[src/rtl/fbt_pkg.sv]
package fbt_pkg;

   localparam int DEF_PC_W    = 16;
   localparam int DEF_INSTR_W = 32;
   localparam int DEF_ENTRIES = 16;
   localparam int DEF_CNT_W   = 16;

   // action taken on the fetch/decode pair in one cycle
   typedef enum logic [1:0] {
      ACT_HOLD = 2'd0,
      ACT_LOAD = 2'd1,
      ACT_KILL = 2'd2
   } slot_act_e;

endpackage

[src/rtl/fbt_target_table.sv]
module fbt_target_table #(
   parameter int PC_W    = 16,
   parameter int ENTRIES = 16
) (
   input  logic            clk,
   input  logic            rst_n,
   input  logic [PC_W-1:0] look_pc,
   output logic            look_hit,
   output logic [PC_W-1:0] look_target,
   input  logic            upd_valid,
   input  logic            upd_taken,
   input  logic [PC_W-1:0] upd_pc,
   input  logic [PC_W-1:0] upd_target
);
   localparam int IDX_W = $clog2(ENTRIES);
   localparam int TAG_W = PC_W - IDX_W;

   logic [ENTRIES-1:0] ent_valid;
   logic [TAG_W-1:0]   ent_tag [ENTRIES];
   logic [PC_W-1:0]    ent_tgt [ENTRIES];

   logic [IDX_W-1:0] look_idx, upd_idx;
   logic [TAG_W-1:0] look_tag, upd_tag;

   assign look_idx = look_pc[IDX_W-1:0];
   assign look_tag = look_pc[PC_W-1:IDX_W];
   assign upd_idx  = upd_pc[IDX_W-1:0];
   assign upd_tag  = upd_pc[PC_W-1:IDX_W];

   for (genvar e = 0; e < ENTRIES; e++) begin : g_ent
      logic             v_q;
      logic [TAG_W-1:0] tag_q;
      logic [PC_W-1:0]  tgt_q;
      logic             sel;

      assign sel = upd_valid && (upd_idx == IDX_W'(e));

      always_ff @(posedge clk or negedge rst_n) begin
         if (!rst_n) begin
            v_q <= 1'b0;
         end else if (sel) begin
            if (upd_taken) begin
               v_q <= 1'b1;
            end else if (tag_q == upd_tag) begin
               v_q <= 1'b0;
            end
         end
      end

      always_ff @(posedge clk or negedge rst_n) begin
         if (!rst_n) begin
            tag_q <= '0;
            tgt_q <= '0;
         end else if (sel && upd_taken) begin
            tag_q <= upd_tag;
            tgt_q <= upd_target;
         end
      end

      assign ent_valid[e] = v_q;
      assign ent_tag[e]   = tag_q;
      assign ent_tgt[e]   = tgt_q;
   end

   assign look_hit    = ent_valid[look_idx] && (ent_tag[look_idx] == look_tag);
   assign look_target = ent_tgt[look_idx];

endmodule

[src/rtl/fbt_redirect.sv]
module fbt_redirect #(
   parameter int PC_W = 16
) (
   input  logic [PC_W-1:0] fetch_pc,
   input  logic            look_hit,
   input  logic [PC_W-1:0] look_target,
   input  logic            ex_live,
   input  logic [PC_W-1:0] ex_pred_next,
   input  logic            res_valid,
   input  logic [PC_W-1:0] res_pc,
   input  logic            res_taken,
   input  logic [PC_W-1:0] res_target,
   output logic [PC_W-1:0] pred_next,
   output logic [PC_W-1:0] fix_pc,
   output logic            mispredict
);
   assign pred_next  = look_hit ? look_target : fetch_pc + PC_W'(1);
   assign fix_pc     = res_taken ? res_target : res_pc + PC_W'(1);
   assign mispredict = res_valid && ex_live && (fix_pc != ex_pred_next);

endmodule

[src/rtl/fbt_squash_ctr.sv]
module fbt_squash_ctr #(
   parameter int CNT_W = 16
) (
   input  logic             clk,
   input  logic             rst_n,
   input  logic             kill,
   input  logic             dec_occupied,
   output logic [CNT_W-1:0] count
);
   always_ff @(posedge clk or negedge rst_n) begin
      if (!rst_n) begin
         count <= '0;
      end else if (kill) begin
         count <= count + CNT_W'(1) + CNT_W'(dec_occupied);
      end
   end

endmodule

[src/rtl/fetch_btb_stage.sv]
module fetch_btb_stage
   import fbt_pkg::*;
#(
   parameter int PC_W    = DEF_PC_W,
   parameter int INSTR_W = DEF_INSTR_W,
   parameter int ENTRIES = DEF_ENTRIES,
   parameter int CNT_W   = DEF_CNT_W
) (
   input  logic               clk,
   input  logic               rst_n,
   output logic               imem_req_valid,
   output logic [PC_W-1:0]    imem_req_addr,
   input  logic [INSTR_W-1:0] imem_rsp_data,
   output logic               dec_valid,
   input  logic               dec_ready,
   output logic [PC_W-1:0]    dec_pc,
   output logic [INSTR_W-1:0] dec_instr,
   input  logic               res_valid,
   input  logic [PC_W-1:0]    res_pc,
   input  logic               res_taken,
   input  logic [PC_W-1:0]    res_target,
   output logic [CNT_W-1:0]   squash_count
);
   localparam int IDX_W = $clog2(ENTRIES);

   initial begin
      if (ENTRIES < 2 || (ENTRIES & (ENTRIES - 1)) != 0)
         $fatal(1, "ENTRIES must be a power of two of at least 2");
      if (PC_W <= IDX_W)
         $fatal(1, "PC_W must exceed the table index width");
      if (CNT_W < 2)
         $fatal(1, "CNT_W must be at least 2");
   end

   logic [PC_W-1:0]    fetch_pc;
   logic               dec_valid_q;
   logic [PC_W-1:0]    dec_pc_q;
   logic [PC_W-1:0]    dec_pred_q;
   logic [INSTR_W-1:0] dec_instr_q;
   logic               ex_live;
   logic [PC_W-1:0]    ex_pred_next;

   logic               look_hit;
   logic [PC_W-1:0]    look_target;
   logic [PC_W-1:0]    pred_next;
   logic [PC_W-1:0]    fix_pc;
   logic               mispredict;
   logic               handoff;
   slot_act_e          act;

   fbt_target_table #(
      .PC_W    (PC_W),
      .ENTRIES (ENTRIES)
   ) u_table (
      .clk         (clk),
      .rst_n       (rst_n),
      .look_pc     (fetch_pc),
      .look_hit    (look_hit),
      .look_target (look_target),
      .upd_valid   (res_valid),
      .upd_taken   (res_taken),
      .upd_pc      (res_pc),
      .upd_target  (res_target)
   );

   fbt_redirect #(
      .PC_W (PC_W)
   ) u_redirect (
      .fetch_pc     (fetch_pc),
      .look_hit     (look_hit),
      .look_target  (look_target),
      .ex_live      (ex_live),
      .ex_pred_next (ex_pred_next),
      .res_valid    (res_valid),
      .res_pc       (res_pc),
      .res_taken    (res_taken),
      .res_target   (res_target),
      .pred_next    (pred_next),
      .fix_pc       (fix_pc),
      .mispredict   (mispredict)
   );

   fbt_squash_ctr #(
      .CNT_W (CNT_W)
   ) u_squash (
      .clk          (clk),
      .rst_n        (rst_n),
      .kill         (mispredict),
      .dec_occupied (dec_valid_q),
      .count        (squash_count)
   );

   always_comb begin
      if (mispredict)
         act = ACT_KILL;
      else if (!dec_valid_q || dec_ready)
         act = ACT_LOAD;
      else
         act = ACT_HOLD;
   end

   assign imem_req_valid = (act == ACT_LOAD);
   assign imem_req_addr  = fetch_pc;
   assign dec_valid      = dec_valid_q && !mispredict;
   assign dec_pc         = dec_pc_q;
   assign dec_instr      = dec_instr_q;
   assign handoff        = dec_valid && dec_ready;

   // fetch address and decode slot
   always_ff @(posedge clk or negedge rst_n) begin
      if (!rst_n) begin
         fetch_pc    <= '0;
         dec_valid_q <= 1'b0;
         dec_pc_q    <= '0;
         dec_pred_q  <= '0;
         dec_instr_q <= '0;
      end else begin
         case (act)
            ACT_KILL: begin
               fetch_pc    <= fix_pc;
               dec_valid_q <= 1'b0;
            end
            ACT_LOAD: begin
               fetch_pc    <= pred_next;
               dec_valid_q <= 1'b1;
               dec_pc_q    <= fetch_pc;
               dec_pred_q  <= pred_next;
               dec_instr_q <= imem_rsp_data;
            end
            default: begin
            end
         endcase
      end
   end

   // record of what was fetched behind the instruction now in execute
   always_ff @(posedge clk or negedge rst_n) begin
      if (!rst_n) begin
         ex_live      <= 1'b0;
         ex_pred_next <= '0;
      end else begin
         ex_live <= handoff;
         if (handoff)
            ex_pred_next <= dec_pred_q;
      end
   end

endmodule

[config.mk]
export PLATFORM = sky130hd
export DESIGN_NAME = fetch_btb_stage
export DESIGN_NICKNAME = d
export VERILOG_FILES = /design/src/rtl/fbt_pkg.sv /design/src/rtl/fbt_target_table.sv /design/src/rtl/fbt_redirect.sv /design/src/rtl/fbt_squash_ctr.sv /design/src/rtl/fetch_btb_stage.sv
export SDC_FILE = /design/constraint.sdc
export NUM_CORES = 1
export LEC_CHECK = 0
export BUFFER_PORTS_ARGS = -buffer_cell sky130_fd_sc_hd__buf_2
export CAP_MARGIN = 30
export CELL_PAD_IN_SITES_DETAIL_PLACEMENT = 2
export CELL_PAD_IN_SITES_GLOBAL_PLACEMENT = 2
export CORE_AREA = 2 2 276 278
export CTS_BUF_LIST = sky130_fd_sc_hd__clkbuf_4 sky130_fd_sc_hd__clkbuf_8
export CTS_CLUSTER_DIAMETER = 30
export CTS_CLUSTER_SIZE = 8
export DETAILED_ROUTE_END_ITERATION = 10
export DIE_AREA = 0 0 278 280
export GPL_TIMING_DRIVEN = 0
export PLACE_DENSITY = 0.81
export REMOVE_ABC_BUFFERS = 1
export SYNTH_ARGS = -nofsm -noshare
export SYNTH_HDL_FRONTEND = slang
export SYNTH_SLANG_ARGS = --single-unit
export TNS_END_PERCENT = 50
[constraint.sdc]
create_clock -name clk -period 7.1 [get_ports clk]
set_input_delay 1.775 -clock clk [delete_from_list [all_inputs] [get_ports clk]]
set_output_delay 1.775 -clock clk [all_outputs]
set_load 0.02 [all_outputs]
======== Word level (Yosys, flattened, before mapping) ========
Cells that the tools add are included.
word-level totals
  register bits ........................... 578
  input bits .............................. 69
  logic and storage cells ................. 218
operators by class
  $add $sub $neg .......................... 4
  order comparisons ....................... 2
  equal/unequal tests ..................... 35
  muxes and demuxes ....................... 46
  bitwise gates (word level) .............. 1
  reduce and logical (&&, ||, !) cells .... 74
operators with widths
  operator                 count
  $eq A12 B12 Y1           17
  $bmux W16 S4             1
  $mux W16                 4
  $add A16 B1 Y16 const B  3
  $bmux W12 S4             1
  $logic_and A1 B1 Y1      37
  $mux W1                  34
  $reduce_bool A2 Y1       17
  $eq A4 B4 Y1 const B     8
  $pmux W16 S2             1
  $reduce_and A2 Y1        16
  $mux W12                 2
  $add A16 B1 Y16          1
  $eq A4 B3 Y1 const B     4
  $ne A16 B16 Y1           1
  $eq A4 B2 Y1 const B     2
  $ge A5 B5 Y1 const B     1
  $lt A4 B5 Y1 const B     1
  $not A4 Y5               1
  $bmux W1 S4              1
  $eq A4 B1 Y1 const B     1
  $logic_not A4 Y1         1
  $eq A2 B1 Y1 const B     1
  $eq A2 B2 Y1 const B     1
  4 further kinds          5

======== Logic depth before layout (Yosys ltp) ========
  depth after elaboration ................. 8
  mapped depth ............................ 16

======== Modules after synthesis ========
From an unflattened synthesis, not the netlist that was laid out.
unflattened totals
  cell total of the unflattened synthesis .. 2,153
  area, all modules ....................... 29,635.9 um2
modules (own cells, without submodules)
  module            instances  cells each  area each (um2)
  fbt_target_table  1          1,612       23,379.9
  fetch_btb_stage   1          246         3,993.8
  fbt_redirect      1          231         1,487.7
  fbt_squash_ctr    1          64          774.5

======== Worst setup path after synthesis ========
Ideal clock, no wire load.
  path kind ............................... input port to output port
  start point ............................. in res_pc[0]
  end point ............................... out imem_req_valid
  arrival ................................. 4.381 ns
  required time ........................... 5.325 ns
  path slack .............................. 0.944 ns
  cell stages on the path ................. 15
  path buffers ............................ 4
  cells stage by stage .................... ha_1 clkbuf_1 and3_1 clkbuf_1 nand3_1 xor2_1 o21ai_0 xor2_1 nor4_1 a31oi_4 inv_4 nand2_1 buf_6 inv_2 buf_4
between the ends
  longest elaborated chain between the ends .. 6
ends and longest elaborated chain
  element              RTL line                RTL
  start, declared      fetch_btb_stage.sv:19   input logic [PC_W-1:0] res_pc,
  $add A16 B1 Y16      fbt_redirect.sv:18      assign fix_pc = res_taken ? res_target : res_pc + PC_W'(1);
  $mux W16             fbt_redirect.sv:18
  $ne A16 B16 Y1       fbt_redirect.sv:19      assign mispredict = res_valid && ex_live && (fix_pc != ex_pred_next);
  $logic_and A1 B1 Y1  fbt_redirect.sv:19
  $mux W2              fetch_btb_stage.sv:94   if (mispredict)
  $eq A2 B1 Y1         fetch_btb_stage.sv:102  assign imem_req_valid = (act == ACT_LOAD);
  end, declared        fetch_btb_stage.sv:11   output logic imem_req_valid,
Every way passes these cells.

======== Worst setup path in the final report ========
Ends and elaborated chain as after synthesis.

==> impl_metrics.tcl <==
set metrics [dict create \
    power_density_mw_per_mm2 387 \
    wire_per_inst_um 35.5 \
    chipWidth_um 278 \
    status "finished with violations" \
    core-area_mm2 0.0752 \
    seq_area_mm2 0.0145 \
    max_freq_ghz 0.140 \
    path_cells "buf_2 > inv_1 > ha_1 > mux2i_4 > xnor2_1 > or4b_1 > nor4_2 > o211ai_1 > nor4b_4 > a31oi_4 > buf_16 > buf_16 > clkinv_8 > nand2_8 > inv_16 > buf_2" \
    cp_num_buf_inv 7 \
    fin_setup_tns_ps -42.4 \
    io_pins 151 \
    grt_pass1_wl_um 180000 \
    hpwl_um 68400 \
    worst_pin_slew_ps 1060 \
    hp-class "flop to flop" \
    dp_slack_ps -1350 \
    syn_inst 2249 \
    via_count 22100 \
    track_usage_pct 31.5 \
    antenna_found_initial 6 \
    synth-edff-count 0 \
    layout.nets 2469 \
    synthTopCellsByArea "dfrtp_1, mux2_2, mux4_2" \
    clk_path_buf_depth 3 \
    clkTransAtPathRegs_ps 50 \
    cts_tree "built" \
    dr.pass1.iters 5 \
    end_kind "output pin" \
    cts-root-buf "clkbuf_8" \
    finalCriticalPeriod_ps 7140 \
    synth_top_cell_by_area "dfrtp_1" \
    place_congestion 0.856 \
    irDropWorstVdd_uv 193 \
    synthFlopType "dfrtp_1" \
    failed_checks "setup timing" \
    ant_nets 0 \
    cap_violations 0 \
    hold_viol 0 \
    final_layout_size_suffix_gt1_share_pct 44.0 \
    final_cell_area_mm2 0.0355 \
    stdcell_count 3488 \
    synth_cell_types 68 \
    yosysWarnings 0 \
    initial_core_util_pct 39.6 \
    dpl.cell_count 3220 \
    fin_ws_ps -42.4 \
    grt-ovfl-total 0 \
    drc_errors 0 \
    min_period_over_period_pct 101 \
    routed_via_density 6.34 \
    grt_pass1_vias 25100 \
    drt_iter0_drc 2183 \
    slowest_stage "or4b_1" \
    rows 101 \
    synth_most_common_cell "dfrtp_1" \
    final-max-slew-violation-count 0 \
    worstSetupStartpointType "input port" \
    grt_max_degree 135 \
    portBuffers 150 \
    synth.ff_latch_count 578 \
    insertion_delay_ps 840 \
    fillCellCount 7046 \
    die_h_um 280 \
    dieArea_mm2 0.0778 \
    p_leak_nw 15.7 \
    worstPathRequired_ps 5330 \
    syn_area_per_cell_um2 13.2 \
    slew_headroom_pct 28.5 \
    multi_input_area_mm2 0.0145 \
    utilization_pct 47.3 \
    crit_arrival_ps 5370 \
    numCtsBuffers 140 \
    syn_area_mm2 0.0298 \
    critPathKind "input port to output pin" \
    synth_top_area_share_pct 48.6 \
    ys_seq_area_share_pct 48.6 \
    syn2layout_area_growth_pct 19.5 \
    crit_path_max_incr_delay_ps 580 \
    cpLargestDelayFamily "simple AND/OR/NAND/NOR gates" \
    cts_sinks 578 \
    dpl-instance-area_mm2 0.0319 \
    drt-total-wl_um 124000 \
    fin_skew_ps 65.6 \
    synthTopCellsByCount "dfrtp_1, mux2_2, xor2_1" \
    async_flop_share_pct 100 \
    h-tree-depth 4 \
    setup_viol 1 \
    crit_fanout 25 \
]
[cells in the final DEF, fill, tap and decap left out, types with 5 or more instances in the layout]
master      instances
ha_1                6
o22ai_1            10
buf_6              17
nand4_1            44
mux2_4             39
mux2_2            465
nor2_4             11
nor2b_1            10
buf_4               7
and3_1             12
diode_2             5
clkbuf_8          167
a22oi_1            16
clkinvlp_4          8
inv_1              20
nand2b_1           11
buf_12             11
buf_16             21
nand3_1            31
bufinv_16          20
o21ai_0            45
nor2_1             29
mux4_2            101
a21oi_1             9
buf_2             140
nor3_1             28
a221oi_1           15
clkbuf_4           21
xor2_1            138
mux2_1             21
xnor2_1           118
nand2_1            53
a21o_1             11
o41ai_1             6
dfrtp_1           575
clkinv_2           24
o21ai_1            20
mux2i_1            85
nor4_1             34
[routing by layer]
metal	up-vias	share of wire, %	GRT usage, %
met5	-	0.027	0
met2	1319	49	52.6
li1	8510	-	-
met3	504	7.4	7.94
met4	6	6.1	18.3
met1	11800	38	36.8
[state kept, by name, indices dropped and copies added, names as in the netlist]
register             cells
dec_pc                  16
u_table.g_ent.tag_q    192
dec_instr               32
u_squash.count          16
u_table.g_ent.v_q       16
imem_req_addr           16
u_table.g_ent.tgt_q    256
ex_live                  1
dec_pred_q              16
dec_valid_q              1
ex_pred_next            16
[metrics by stage]
step           hold slack (ps)  power [mW]
4_1_cts                    479        13.6
3_3_place_gp               453        8.27
5_1_grt                    505        14.2
6_report                   469        13.8
3_5_place_dp               466        8.36
2_1_floorplan              444        6.99
[worst paths after layout]
check	cells past startpoint	slack, ps	to	start
min in group asynchronous	1	990	u_table.g_ent[13].v_q	rst_n
worst min-delay path	1	470	u_squash.count[15]	u_squash.count[15]
max in group asynchronous	3	4240	u_table.g_ent[7].tgt_q[5]	rst_n
worst min register to register	1	470	u_squash.count[15]	u_squash.count[15]
worst max-delay path	16	-40	imem_req_valid	res_pc[0]
worst max register to register	12	1520	dec_pred_q[8]	imem_req_addr[1]
[final cells by class]
cell class                      count  share of cell area, %
Antenna cell                        5                 0.0352
Multi-Input combinational cell   1448                   40.8
Timing Repair Buffer              200                   5.07
Clock buffer                      188                   6.91
Tap cell                          978                   3.44
Sequential cell                   578                   40.7
Inverter                           25                  0.345
Clock inverter                     66                   2.65
[logic make-up (layout without fill, tap and decap cells)]
logic type,Yosys count,count (layout),share of synthesized area [%]
flops,578,578,48.6
other cells,0,5,0
xor+xnor,256,256,7.54
mux,712,712,30.9
simple gates,296,297,5.29
compound gates,176,176,4.03
fa+ha+maj,7,7,0.294
buf+inv,224,479,3.30
[worst register-to-register path: stages, from the launching register on]
cell and delay (ps):
dfrtp_4 690, buf_16 400, buf_16 390, mux2_2 490, o22ai_1 260, nor4_1 90, a211o_1 320, a211oi_1 380
nand3_1 190, or4_1 800, buf_16 310, mux2i_1 200, o21ai_0 880
[what timing repair did]
| action | in CTS | in global routing |
|---|---|---|
| endpoints found under the hold margin | 0 | 0 |
| cloned | 1 | 0 |
| endpoints found under the setup margin | 2 | 1 |
| hold buffers | 0 | 0 |
| buffers inserted | 3 | 0 |
| pin swaps | 3 | 2 |
| resized for setup | 24 | 12 |
[where the power goes]
group / total [mW] / switching, mW / internal (mW)
clock network: 4.93 / 1.91 / 3.02
registers: 4.87 / 0.880 / 3.99
logic: 3.95 / 2.20 / 1.75
total: 13.8 / 4.99 / 8.76
Power figures use the tool's default switching activity.
